<file path="src/rtl/mixmac_pkg.sv">
package mixmac_pkg;
  typedef struct packed {
    logic ext;
    logic unnorm;
    logic neg;
    logic zero;
    logic ovf;
  } cc_t;
endpackage

</file>
<file path="src/rtl/mixmac_mult.sv">
module mixmac_mult #(
  parameter int unsigned OP_W = 16,
  localparam int unsigned PW  = 2 * OP_W + 1
) (
  input  logic [OP_W-1:0] op_s_i,
  input  logic [OP_W-1:0] op_u_i,
  output logic [PW-1:0]   prod_o
);
  logic signed [PW-1:0] s_ext, u_ext, raw;

  always_comb begin
    s_ext  = {{(OP_W+1){op_s_i[OP_W-1]}}, op_s_i};
    u_ext  = {{(OP_W+1){1'b0}}, op_u_i};
    raw    = s_ext * u_ext;
    prod_o = raw <<< 1;  // fractional alignment
  end

  always_comb begin
    if (op_s_i == '0 || op_u_i == '0)
      assert_zero_operand_R1: assert (prod_o == '0) else $error("zero operand gave nonzero product");
  end
endmodule

</file>
<file path="src/rtl/mixmac_add.sv">
module mixmac_add #(
  parameter int unsigned ACC_W = 36,
  parameter int unsigned PW    = 33
) (
  input  logic [ACC_W-1:0] acc_i,
  input  logic [PW-1:0]    prod_i,
  output logic [ACC_W-1:0] sum_o,
  output logic             ovf_o
);
  logic [ACC_W-1:0] p_ext;

  always_comb begin
    p_ext = {{(ACC_W-PW){prod_i[PW-1]}}, prod_i};
    sum_o = acc_i + p_ext;
    ovf_o = (acc_i[ACC_W-1] == p_ext[ACC_W-1]) && (sum_o[ACC_W-1] != acc_i[ACC_W-1]);
  end

  always_comb begin
    if (prod_i == '0)
      assert_no_ovf_on_zero_R6: assert (!ovf_o && sum_o == acc_i) else $error("zero product changed sum");
  end
endmodule

</file>
<file path="src/rtl/mixmac_flags.sv">
module mixmac_flags
  import mixmac_pkg::*;
#(
  parameter int unsigned ACC_W  = 36,
  parameter int unsigned FRAC_W = 32
) (
  input  logic [ACC_W-1:0] sum_i,
  input  logic             ovf_i,
  output cc_t              cc_o
);
  localparam int unsigned XW = ACC_W - FRAC_W + 1;
  logic [XW-1:0] top_bits;

  always_comb begin
    top_bits    = sum_i[ACC_W-1:FRAC_W-1];
    cc_o.ext    = !((&top_bits) || !(|top_bits));
    cc_o.unnorm = sum_i[FRAC_W-1] == sum_i[FRAC_W-2];
    cc_o.neg    = sum_i[ACC_W-1];
    cc_o.zero   = sum_i == '0;
    cc_o.ovf    = ovf_i;
  end

  always_comb begin
    if (!cc_o.ext)
      assert_ext_sign_R7: assert (sum_i[ACC_W-1] == sum_i[FRAC_W-1]) else $error("ext clear but sign differs");
    if (cc_o.zero)
      assert_zero_excl_R5: assert (!cc_o.neg && !cc_o.ext && cc_o.unnorm) else $error("zero flag inconsistent");
  end
endmodule

</file>
<file path="src/rtl/mixsign_mac.sv">
module mixsign_mac
  import mixmac_pkg::*;
#(
  parameter  int unsigned OP_W  = 16,
  parameter  int unsigned EXT_W = 4,
  localparam int unsigned ACC_W = EXT_W + 2 * OP_W
) (
  input  logic             clk_i,
  input  logic             rst_ni,
  input  logic             valid_i,
  input  logic [OP_W-1:0]  op_s_i,
  input  logic [OP_W-1:0]  op_u_i,
  input  logic [ACC_W-1:0] dst_i,
  input  logic             dst_short_i,
  input  logic             sat_mode_i,
  input  logic             clr_limit_i,
  output logic [ACC_W-1:0] res_o,
  output logic             flag_l_o,
  output logic             flag_e_o,
  output logic             flag_u_o,
  output logic             flag_n_o,
  output logic             flag_z_o,
  output logic             flag_v_o
);
  localparam int unsigned FRAC_W = 2 * OP_W;
  localparam int unsigned PW     = FRAC_W + 1;

  logic [PW-1:0]    prod;
  logic [ACC_W-1:0] addend, sum, next_res;
  logic             ovf;
  cc_t              cc_d, cc_q;
  logic [ACC_W-1:0] res_q;
  logic             lim_q;
  logic             sat_unused;

  assign sat_unused = sat_mode_i;  // result never limited

  always_comb begin
    addend = dst_short_i ? {{EXT_W{dst_i[OP_W-1]}}, dst_i[OP_W-1:0], {OP_W{1'b0}}} : dst_i;
  end

  mixmac_mult #(.OP_W(OP_W)) i_mult (
    .op_s_i (op_s_i),
    .op_u_i (op_u_i),
    .prod_o (prod)
  );

  mixmac_add #(.ACC_W(ACC_W), .PW(PW)) i_add (
    .acc_i  (addend),
    .prod_i (prod),
    .sum_o  (sum),
    .ovf_o  (ovf)
  );

  mixmac_flags #(.ACC_W(ACC_W), .FRAC_W(FRAC_W)) i_flags (
    .sum_i (sum),
    .ovf_i (ovf),
    .cc_o  (cc_d)
  );

  always_comb begin
    next_res = dst_short_i ? {{(ACC_W-OP_W){1'b0}}, sum[FRAC_W-1:OP_W]} : sum;
  end

  always_ff @(posedge clk_i or negedge rst_ni) begin
    if (!rst_ni) begin
      res_q <= '0;
      cc_q  <= '0;
      lim_q <= 1'b0;
    end else begin
      if (valid_i) begin
        res_q <= next_res;
        cc_q  <= cc_d;
      end
      // set beats clear
      if (valid_i && ovf)  lim_q <= 1'b1;
      else if (clr_limit_i) lim_q <= 1'b0;
    end
  end

  assign res_o    = res_q;
  assign flag_l_o = lim_q;
  assign flag_e_o = cc_q.ext;
  assign flag_u_o = cc_q.unnorm;
  assign flag_n_o = cc_q.neg;
  assign flag_z_o = cc_q.zero;
  assign flag_v_o = cc_q.ovf;

  assert_limit_sticky_R8: assert property (@(posedge clk_i) disable iff (!rst_ni)
    lim_q && !clr_limit_i |=> lim_q) else $error("limit flag dropped");
  assert_ovf_sets_limit_R8: assert property (@(posedge clk_i) disable iff (!rst_ni)
    valid_i && ovf |=> lim_q && flag_v_o) else $error("overflow not latched");
  assert_hold_idle_R9: assert property (@(posedge clk_i) disable iff (!rst_ni)
    !valid_i |=> $stable(res_o) && $stable(cc_q)) else $error("outputs moved while idle");
  assert_short_upper_zero_R3: assert property (@(posedge clk_i) disable iff (!rst_ni)
    valid_i && dst_short_i |=> res_o[ACC_W-1:OP_W] == '0) else $error("short result upper bits set");
endmodule

</file>
<file path="config.mk">
export PLATFORM = sky130hd
export DESIGN_NAME = mixsign_mac
export DESIGN_NICKNAME = d
export VERILOG_FILES = /design/src/rtl/mixmac_pkg.sv /design/src/rtl/mixmac_mult.sv /design/src/rtl/mixmac_add.sv /design/src/rtl/mixmac_flags.sv /design/src/rtl/mixsign_mac.sv
export SDC_FILE = /design/constraint.sdc
export NUM_CORES = 1
export LEC_CHECK = 0
export BUFFER_PORTS_ARGS = -buffer_cell sky130_fd_sc_hd__buf_2
export CAP_MARGIN = 40
export CORE_MARGIN = 2
export CORE_UTILIZATION = 40
export DETAILED_ROUTE_END_ITERATION = 7
export GPL_TIMING_DRIVEN = 0
export PLACE_DENSITY = 0.57
export SYNTH_ARGS = -nofsm -noshare
export SYNTH_HDL_FRONTEND = slang
export SYNTH_SLANG_ARGS = --single-unit
</file>
<file path="constraint.sdc">
create_clock -name clk_i -period 1.3 [get_ports clk_i]
set_clock_uncertainty 0.15 [all_clocks]
set_input_delay 0.065 -clock clk_i [delete_from_list [all_inputs] [get_ports clk_i]]
set_output_delay 0.065 -clock clk_i [all_outputs]
set_load 0.05 [all_outputs]
</file>
==> results.py <==
metrics = {
    "worst_setup_path": {
        "timing.critical_path.to_type": "flip-flop",
        "worst_path_largest_cell_delay_ns": 0.55,
        "cp-startpoint": "op_s_i[1]",
        "timing.critical_path.from_type": "input pin",
        "crit_fanout": 8,
        "timing.rr.end": "res_o[9]",
        "reg2reg_from": "res_o[9]",
        "cp_slowest_cell": "fa_1",
        "crit_arrival_ns": 8.90,
        "timing.critical_path.mode_cell": "fa_1",
        "worst_r2r_setup_slack_ns": 0.27,
        "worst-setup-path-type": "in -> reg",
        "worst-endpoint-required_ns": 1.36,
        "worst-r2r-cell-count": 2,
    },
    "detailed_routing": {
        "drtPass1Iterations": 5,
        "detail_route.wl_per_cell_um": 19.0,
        "drt-initial-drc-count": 618,
        "ant_nets": 0,
        "via_count": 11400,
        "detailed_route_wl_mm": 40.4,
        "post-route-drc-count": 0,
        "route.detailed.vias_per_inst": 5.34,
    },
    "synth": {
        "synth_edf_count": 0,
        "asyncSetResetFlopFracSynth": 1.00,
        "synth_largest_type_area_fraction": 0.306,
        "synth.ff_latch_count": 42,
        "yosysSeqAreaShare": 0.0824,
        "leading_register_cell_type_out_of_synthesis": "dfrtp_1",
        "syn-num-nets": 1927,
        "synthesized_area_divided_by_synthesized_cell_count_um2": 8.47,
        "synth_cell_type_count": 70,
        "yosysWarningCount": 0,
        "ys_top_cells_by_area": "fa_1 31%, ha_1 15%, dfrtp_1 8.2%",
        "synth_largest_area_cell": "fa_1",
        "netlist_instances": 1506,
        "area_of_the_mapped_netlist_mm2": 0.0128,
    },
    "job": {
        "maxCapViolCount": 0,
    },
    "global_route": {
        "antenna_violations_before_repair": 0,
        "largest_net_degree_at_the_start_of_global_routing": 37,
        "grt.overflow.total": 0,
        "global_route_wire_length_before_repair_mm": 62.9,
        "grtUsageTotal": 0.242,
        "number_of_global_route_vias_before_repair": 11700,
    },
    "cells_and_area": {
        "layout.core_utilization": 0.532,
        "most-common-layout-cells": "255 x inv_1, 185 x fa_1, 159 x nand2_1, 131 x ha_1, 105 x and2_1",
        "mostFrequentLayoutCell": "inv_1",
        "final_cells": 2130,
        "layout.filler_cells": 2930,
        "drive_gt1_frac": 0.284,
        "synthToLayoutAreaGrowth_pct": 31.4,
        "fin_nets": 2147,
    },
    "run_status": {
        "violations_in_the_final_reports": "hold timing, setup timing",
        "run_status": "finished with violations",
    },
    "clocking": {
        "tritoncts": "yes",
        "cts.sink_count": 42,
        "worst_skew_pair.late_latency_ns": 0.30,
        "cts_hold_repair.buffers": 3,
        "cts_root_buf": "clkbuf_16",
        "cts_buffer_depth": 2,
        "total_cts_buffers": 5,
        "cts_max_level": 2,
        "cts.reportedPaths.clkPinSlew_ns": 0.07,
    },
    "sta": {
        "max_slew_margin": 0.517,
        "period_share": 6.80,
        "worst_slew_pin_slew_ns": 0.725,
        "timing.final.setup_violations": 42,
        "setup_tns_ns": -246.37,
        "fmax_mhz": 113,
        "final-hold-violation-count": 1,
        "min_period_ns": 8.84,
        "post-route-worst-setup-slack_ns": -7.54,
        "rsz0062_at_grt": "yes",
        "slew_viol_final": 0,
        "hold_ws_ns": -0.0547,
    },
    "die": {
        "floorplan.initialDensity": 0.405,
        "chip_width_um": 183,
        "core.rowCount": 65,
        "area_of_the_core_region_mm2": 0.0315,
        "dieHeight_um": 183,
        "area_of_the_die_mm2": 0.0333,
        "ioPinCount": 116,
    },
    "place": {
        "place.detailed.instances": 2020,
        "place.gp.congestion": 0.879,
        "io_buf_count": 111,
        "detailedPlacementHpwl_mm": 32.2,
    },
    "worst_hold_path": {
        "min_path_cells": 3,
        "worst_hold_startpoint": "dst_i[0]",
        "holdPathEnd": "res_o[0]",
        "hold_path.class": "in -> reg",
    },
}
-- worst max-delay path by stage --
stage	endpoint	depth (start not counted)	slack (ns)
final	flag_z_o	40	-7.54
after global routing	flag_z_o	40	-8.02
after CTS	flag_z_o	41	-7.54
after detailed placement	flag_z_o	40	-8.80
after global placement	flag_z_o	41	-8.79
after floorplan	flag_z_o	40	-7.02
-- logic make-up (layout without fill, tap and decap cells) --
kind of cell / after synthesis / count (layout) / share of synthesized area
other: 0 / 1 / 0
flip-flops: 42 / 42 / 0.0824
XOR/XNOR: 58 / 58 / 0.0398
adder cells (fa/ha/maj): 347 / 347 / 0.455
AND/OR/NAND/NOR: 459 / 459 / 0.179
AO/OA/AOI/OAI: 244 / 244 / 0.127
multiplexers: 20 / 20 / 0.0175
buffers and inverters: 336 / 557 / 0.0989
-- cell usage after synthesis, drive strengths merged, types with 3 or more instances --
cell type,number
nand4,13
o21ai,38
a21o,38
nand2,169
mux2,18
nor2b,16
nor2,70
xor2,19
a211oi,7
a21boi,4
and4,3
o21bai,11
or3,5
dfrtp,42
o211ai,9
nor3,11
a31oi,9
and2,120
inv,272
nand3,14
ha,152
a211o,4
or2,5
o2bb2ai,19
clkbuf,60
and3,8
a21oi,77
fa,195
o21a,5
nand2b,12
xnor2,39
-- layer usage --
metal / up-vias / global-route usage / wire length, um
met5: - / 0 / 0
met4: 0 / 0.0687 / 1310
met3: 77 / 0.0393 / 2160
met2: 323 / 0.410 / 19800
met1: 5723 / 0.321 / 17100
li1: 5246 / - / -
-- what timing repair did --
item                                    4_1_cts  5_1_grt
endpoints found under the hold margin        44        1
gates resized for setup                     179      123
setup buffers                                56       45
endpoints found under the setup margin       42       42
pin swaps                                    73       61
-- registers in the layout (all words and copies together) (netlist names) --
name,flops
flag_e_o,1
flag_v_o,1
flag_u_o,1
flag_n_o,1
flag_z_o,1
res_o,36
flag_l_o,1
-- metrics by stage --
| stage | worst slack, ns | cell area (um2) |
|---|---|---|
| 2_1_floorplan | -7.02 | 13300 |
| 3_3_place_gp | -8.79 | 14400 |
| 3_5_place_dp | -8.80 | 14400 |
| 4_1_cts | -7.54 | 15900 |
| 5_1_grt | -8.02 | 16800 |
| 6_report | -7.54 | 16800 |
-- final cells by class --
type | count | area [um2] | area share
plain buffers | 61 | 739 | 0.0441
well taps | 402 | 503 | 0.0300
repair buffers | 214 | 1640 | 0.0978
clock buffers | 5 | 125 | 0.00747
diodes | 1 | 2.50 | 0.000149
flip-flops and latches | 42 | 1050 | 0.0627
clock inverters | 3 | 68.8 | 0.00411
inverters | 274 | 1030 | 0.0615
multi-input cells | 1128 | 11600 | 0.692
-- critical path, delay by kind of cell --
| family | cells | cell delay, ns |
|---|---|---|
| fa+ha+maj | 9 | 3.70 |
| compound gates | 13 | 2.42 |
| simple gates | 10 | 1.74 |
| buf+inv | 6 | 0.56 |
| xor+xnor | 2 | 0.38 |
Power is left out: the tool's default activity adds up to more than one toggle a clock period on the data nets, which glitch-free logic cannot reach.
